===== src/rtl/rxto_pkg.sv =====
package rxto_pkg;
  typedef enum logic {
    RXTO_FROZEN   = 1'b0,
    RXTO_COUNTING = 1'b1
  } rxto_run_e;

  typedef struct packed {
    logic      load;
    logic      clr_flag;
    rxto_run_e run;
  } rxto_ctl_s;
endpackage


===== src/rtl/rxto_ctrl.sv =====
module rxto_ctrl
  import rxto_pkg::*;
(
  input  logic      clk,
  input  logic      rst_n,
  input  logic      char_rx,
  input  logic      cmd_start_on_char,
  input  logic      cmd_restart_now,
  input  logic      stat_clr,
  output rxto_ctl_s ctl
);
  rxto_run_e run_q, run_d;
  logic      load_evt;
  logic      clr_evt;

  // restart-now > start-on-char > character
  always_comb begin
    run_d = run_q;
    if (cmd_restart_now)        run_d = RXTO_COUNTING;
    else if (cmd_start_on_char) run_d = RXTO_FROZEN;
    else if (char_rx)           run_d = RXTO_COUNTING;
  end

  assign load_evt = cmd_restart_now | cmd_start_on_char | char_rx;
  assign clr_evt  = stat_clr | cmd_restart_now | cmd_start_on_char;

  always_ff @(posedge clk) begin
    if (!rst_n) run_q <= RXTO_FROZEN;
    else        run_q <= run_d;
  end

  assign ctl.load     = load_evt;
  assign ctl.clr_flag = clr_evt;
  assign ctl.run      = run_q;


  restart_wins_chk: assert property (@(posedge clk) disable iff (!rst_n)
    cmd_restart_now |=> run_q == RXTO_COUNTING);

  freeze_cmd_chk: assert property (@(posedge clk) disable iff (!rst_n)
    (cmd_start_on_char && !cmd_restart_now) |=> run_q == RXTO_FROZEN);
endmodule


===== src/rtl/rxto_counter.sv =====
module rxto_counter
  import rxto_pkg::*;
#(
  parameter int CNT_W = 17
) (
  input  logic             clk,
  input  logic             rst_n,
  input  logic             bit_tick,
  input  logic [CNT_W-1:0] to_value,
  input  rxto_ctl_s        ctl,
  output logic [CNT_W-1:0] count_q,
  output logic             dec_evt,
  output logic             expire_evt
);
  localparam logic [CNT_W-1:0] ONE  = CNT_W'(1);
  localparam logic [CNT_W-1:0] ZERO = '0;

  function automatic logic may_dec(input logic tick, input logic running,
                                   input logic load, input logic [CNT_W-1:0] lim,
                                   input logic [CNT_W-1:0] cnt);
    return tick && running && !load && (lim != ZERO) && (cnt != ZERO);
  endfunction

  function automatic logic [CNT_W-1:0] next_count(input logic load,
                                                  input logic dec,
                                                  input logic [CNT_W-1:0] lim,
                                                  input logic [CNT_W-1:0] cnt);
    if (load)     return lim;
    else if (dec) return cnt - ONE;
    else          return cnt;
  endfunction

  logic running;
  assign running    = (ctl.run == RXTO_COUNTING);
  assign dec_evt    = may_dec(bit_tick, running, ctl.load, to_value, count_q);
  assign expire_evt = dec_evt && (count_q == ONE);

  always_ff @(posedge clk) begin
    if (!rst_n) count_q <= ZERO;
    else        count_q <= next_count(ctl.load, dec_evt, to_value, count_q);
  end


  cnt_no_wrap_chk: assert property (@(posedge clk) disable iff (!rst_n)
    (count_q == ZERO && !ctl.load) |=> count_q == ZERO);

  reload_chk: assert property (@(posedge clk) disable iff (!rst_n)
    ctl.load |=> count_q == $past(to_value));

  reload_over_tick_chk: assert property (@(posedge clk) disable iff (!rst_n)
    (ctl.load && bit_tick) |-> !dec_evt);
endmodule


===== src/rtl/rxto_flag.sv =====
module rxto_flag (
  input  logic clk,
  input  logic rst_n,
  input  logic expire_evt,
  input  logic clr_flag,
  output logic flag_q,
  output logic irq_q
);
  always_ff @(posedge clk) begin
    if (!rst_n) begin
      flag_q <= 1'b0;
      irq_q  <= 1'b0;
    end else begin
      irq_q <= expire_evt;
      if (expire_evt)    flag_q <= 1'b1;
      else if (clr_flag) flag_q <= 1'b0;
    end
  end


  irq_implies_flag_chk: assert property (@(posedge clk) disable iff (!rst_n)
    irq_q |-> flag_q);

  rise_has_irq_chk: assert property (@(posedge clk) disable iff (!rst_n)
    $rose(flag_q) |-> irq_q);

  irq_single_chk: assert property (@(posedge clk) disable iff (!rst_n)
    irq_q |=> !irq_q);

  flag_clear_chk: assert property (@(posedge clk) disable iff (!rst_n)
    (clr_flag && !expire_evt) |=> !flag_q);
endmodule


===== src/rtl/rx_idle_timeout.sv =====
module rx_idle_timeout
  import rxto_pkg::*;
#(
  parameter int CNT_W = 17
) (
  input  logic             clk,
  input  logic             rst_n,
  input  logic             bit_tick,
  input  logic             char_rx,
  input  logic [CNT_W-1:0] to_value,
  input  logic             cmd_start_on_char,
  input  logic             cmd_restart_now,
  input  logic             stat_clr,
  output logic             timeout_o,
  output logic             timeout_irq_o
);
  rxto_ctl_s        ctl;
  logic [CNT_W-1:0] count;
  logic             dec_evt;
  logic             expire_evt;

  rxto_ctrl u_ctrl (
    .clk               (clk),
    .rst_n             (rst_n),
    .char_rx           (char_rx),
    .cmd_start_on_char (cmd_start_on_char),
    .cmd_restart_now   (cmd_restart_now),
    .stat_clr          (stat_clr),
    .ctl               (ctl)
  );

  rxto_counter #(.CNT_W(CNT_W)) u_counter (
    .clk        (clk),
    .rst_n      (rst_n),
    .bit_tick   (bit_tick),
    .to_value   (to_value),
    .ctl        (ctl),
    .count_q    (count),
    .dec_evt    (dec_evt),
    .expire_evt (expire_evt)
  );

  rxto_flag u_flag (
    .clk        (clk),
    .rst_n      (rst_n),
    .expire_evt (expire_evt),
    .clr_flag   (ctl.clr_flag),
    .flag_q     (timeout_o),
    .irq_q      (timeout_irq_o)
  );


  frozen_hold_chk: assert property (@(posedge clk) disable iff (!rst_n)
    (ctl.run == RXTO_FROZEN && !ctl.load) |=> $stable(count));

  zero_disable_chk: assert property (@(posedge clk) disable iff (!rst_n)
    (to_value == '0) |-> !expire_evt);

  dec_step_chk: assert property (@(posedge clk) disable iff (!rst_n)
    dec_evt |=> count == $past(count) - CNT_W'(1));
endmodule


===== config.mk =====
export PLATFORM = sky130hd
export DESIGN_NAME = rx_idle_timeout
export DESIGN_NICKNAME = d
export VERILOG_FILES = /design/src/rtl/rxto_pkg.sv /design/src/rtl/rxto_ctrl.sv /design/src/rtl/rxto_counter.sv /design/src/rtl/rxto_flag.sv /design/src/rtl/rx_idle_timeout.sv
export SDC_FILE = /design/constraint.sdc
export NUM_CORES = 1
export LEC_CHECK = 0
export BUFFER_PORTS_ARGS = -buffer_cell sky130_fd_sc_hd__buf_2
export CORE_AREA = 2 2 43 65
export DETAILED_ROUTE_END_ITERATION = 10
export DIE_AREA = 0 0 45 67
export PLACE_DENSITY = 0.76
export SLEW_MARGIN = 20
export SYNTH_ARGS = -nofsm -noshare
export SYNTH_HDL_FRONTEND = slang
export SYNTH_SLANG_ARGS = --single-unit

===== constraint.sdc =====
create_clock -name clk -period 2.7 [get_ports clk]
set_clock_uncertainty 0.2 [all_clocks]
set_input_delay 0.54 -clock clk [delete_from_list [all_inputs] [get_ports clk]]
set_output_delay 0.54 -clock clk [all_outputs]
set_load 0.05 [all_outputs]

==> results.md <==
| Quantity | Reported |
|---|---|
| Initial standard-cell utilization of the core | 49.48% |
| Portion of total power attributed to combinational logic | 19.5% |
| Detailed Route Iter0 Violations | 30 |
| Post-Place Setup Slack | 0.2564 ns |
| Area of the mapped netlist | 1199 um2 |
| Post-Synthesis Cells | 151 |
| Share of flip-flops with an asynchronous set or reset | 0% |
| Hold violation total from the final report | 0 |
| Fraction of power spent switching nets | 29.98% |
| Overall overflow remaining after global route | 0 |
| Fraction of layout instances using a drive strength above 1 | 20.00% |
| Final Cycle Share | 83.14% |
| Distinct cell type count after synthesis | 40 |
| Unrepaired setup endpoints after global routing | no |
| Placeable core region | 2422 um2 |
| Slowest cell delay on critical path | 0.51 ns |
| Post-detailed-route DRC marker count | 0 |
| Number of register bits inferred by synthesis | 20 |
| CTS Buf Count | 3 |
| Internal cell power | 420.8 uW |
| Worst-path maximum fanout | 5 |
| Part of the total power dissipated in sequential elements | 56.2% |
| Syn avg cell area | 7.938 um2 |
| Clock group share of total power | 24.3% |
| Data required, critical path | 2.69 ns |
| Number of setup violations in the final report | 0 |
| Number of core rows | 22 |
| Post-CTS setup buffers | 0 |
| Register area | 400.4 um2 |
| Total global-route track usage | 22.81% |
| Half-perimeter wire length after placement | 2360 um |
| Startpoint class of the critical path | flop |
| Io pins | 26 |
| Category of the most critical setup path | flop to flop |
| Run status | finished clean |
| Number of buffer and inverter stages on the critical path | 0 |
| Reported net switching power | 180.2 uW |
| Cts hold-fix bufs | 0 |
| Pin count of the biggest net entering global routing | 18 |
| Number of max-cap violations | 0 |
| Number of antenna diodes | 0 |
| Family with the most delay on the worst path | simple AND/OR/NAND/NOR gates |
| Clock edge transition at the registers on the reported setup and hold paths | 0.11 ns |
| Die ar. | 3015 um2 |
| Cell accounting for the most synthesized area | dfxtp_1 |
| Routed wirelength normalized by instance count | 15.10 um |
| Number of enable flip-flop cells after synthesis | 0 |
| Power Total | 601.1 uW |
| Hold crit path type | input port to flop |
| Floorplan die height | 67 um |
| Routed Wire Length | 3005 um |
| Power per unit of standard cell area | 438.3 nW/um2 |
| Max Clock Freq | 0.4455 GHz |
| Predominant post-synthesis flop cell | dfxtp_1 |
| Static power due to leakage | 0.0005596 uW |
| Weighted congestion reported at the end of routability-driven placement | 0.8594 |
| Sequential share of the synthesized area | 33.40% |
| Slowest CP cell | nor4_1 |
| Area of the multi-input gates | 763.2 um2 |
| Vias in the first global route | 1167 |
| Overall via count from detail_route | 1215 |
| Total iterations of the first detailed-routing run | 4 |
| CTS-repair resized insts | 0 |
| Signal arrival time at the worst endpoint | 2.23 ns |
| Post-Synthesis Net Count | 177 |
| Area growth from synthesis to layout | 14.41% |
| Number of warnings reported in the yosys synthesis log | 0 |
| Number of vias per cell | 6.106 |
| Max Root-Sink Buffers | 2 |
| Peak ir drop on the vdd network | 309.5 uV |
| Setup slack after layout | 0.4551 ns |
| H-tree depth reported by CTS | 1 |
| Final nets | 203 |
| Slew Limit Fails | 0 |
| Horizontal die dimension | 45 um |
| Sink count of the clock tree | 20 |
| Wire length of the first global-routing pass | 5106 um |
| Crit-path cells | nor4_1, nand2_1, o41a_1, nand2b_1, mux2i_1, o21ai_0 |
| Count of filler cells inserted in the layout | 225 |
| TritonCTS clock tree | done |
| Top cell type's share of synthesized area | 33.40% |
| Most area-consuming cells after synthesis | dfxtp_1 33%, o21ai_0 7.5%, nand2_1 5.9% |
| Time the worst path needs with I/O delays and setup | 2.245 ns |
| Antenna violations before repair | 0 |
| Clock tree root buffer cell | clkbuf_4 |
| Slew of the pin with the lowest slew margin | 0.5081 ns |
| Later-pin clock latency in the skew report | 0.31 ns |
| Number of input and output port buffers inserted | 25 |
| Post-route setup TNS | 0 ns |
| Setup crit end kind | flop |
| DRT antenna net count | 0 |
| Max-slew headroom | 65.81% |
-- registers in the layout, indices dropped and copies added (netlist names) --
signal	cells
u_ctrl.run_q	1
u_counter.count_q	17
u_flag.irq_q	1
u_flag.flag_q	1
-- synthesized netlist by cell type, types with 2 or more instances --
cell type and count:
dfxtp_1 20, nor4b_1 2, inv_1 2, o211ai_1 2, nand3b_1 3, xor2_1 5
nand2b_1 2, nor3b_1 2, a21oi_1 6, xnor2_1 5, or3_1 4, nor3_1 8
nor4_1 6, mux2i_1 3, nand3_1 3, nand4_1 4, nor2_1 10, nand2_1 19
clkbuf_1 5, o21ai_0 18, and3_1 2, ha_1 2
-- cell type report --
| cell class | count | share of cell area, % |
|---|---|---|
| repair buffers | 28 | 10.77 |
| inverters | 2 | 0.5474 |
| clock buffers | 3 | 1.642 |
| multi-input cells | 122 | 55.66 |
| flip-flops and latches | 20 | 29.20 |
| well taps | 24 | 2.190 |
-- metal layers --
metal	GRT usage, %	routed length [um]	vias up	part of all wire [%]
met5	0	0	-	0
met4	12.50	117	0	3.9
met3	1.626	83	13	2.8
met2	39.46	1475	30	49
met1	26.66	1329	563	44
li1	-	-	609	-
-- worst register-to-register path, stage by stage (launching register included) --
cell      delay (ns)
dfxtp_1         0.37
nor4_1          0.51
nand2_1         0.20
o41a_1          0.44
nand2b_1        0.14
mux2i_1         0.18
o21ai_0         0.08
-- power by group through the flow --
stage	Combinational [uW]	Sequential, uW	Clock [uW]
5_1_grt	133	341	158
6_report	117	338	146
3_3_place_gp	113	342	0
2_1_floorplan	81.0	337	0
4_1_cts	117	338	146
3_5_place_dp	116	345	0
-- stage by stage --
step	utilization [%]	cell area (um2)	hold slack, ns	cells
floorplan	-	1199	0.2922	151
finish	56.61	1371	0.2447	199
global placement	55.68	1349	0.3129	196
global route	56.61	1371	0.2511	199
CTS	56.61	1371	0.2397	199
detailed placement	55.68	1349	0.3407	196
-- cell usage in the layout (no fill, tap or decap), types with 2 or more instances in the layout --
cell type / n
nand3_1: 3
nor3_1: 8
ha_1: 2
nand2b_1: 2
inv_1: 2
o21ai_0: 18
xor2_1: 5
buf_4: 3
nand3b_1: 3
xnor2_1: 5
mux2i_1: 3
nor4_1: 6
nor3b_1: 2
and3_1: 2
o211ai_1: 2
nand4_1: 4
a21oi_1: 6
nor4b_1: 2
dfxtp_1: 20
buf_2: 25
or3_1: 4
clkbuf_4: 3
nor2_1: 10
nand2_1: 19
-- worst paths after layout --
path | from | end | slack (ns) | cells after the start
min reg2reg | u_counter.count_q[16] | u_counter.count_q[16] | 0.36 | 2
max reg2reg | u_counter.count_q[9] | u_counter.count_q[4] | 0.46 | 6
max | u_counter.count_q[9] | u_counter.count_q[4] | 0.46 | 6
min | to_value[16] | u_counter.count_q[16] | 0.24 | 3
-- cells by family after synthesis --
kind of cell             count (synthesis)  synth area share, %
AO/OA/AOI/OAI                           34                17.54
XOR/XNOR                                10                7.307
adder cells (fa/ha/maj)                  2                2.087
buffers and inverters                    9                2.922
flip-flops                              20                33.40
multiplexers                             3                2.505
AND/OR/NAND/NOR                         73                34.24
No activity file was read; power rests on OpenSTA's default activity.
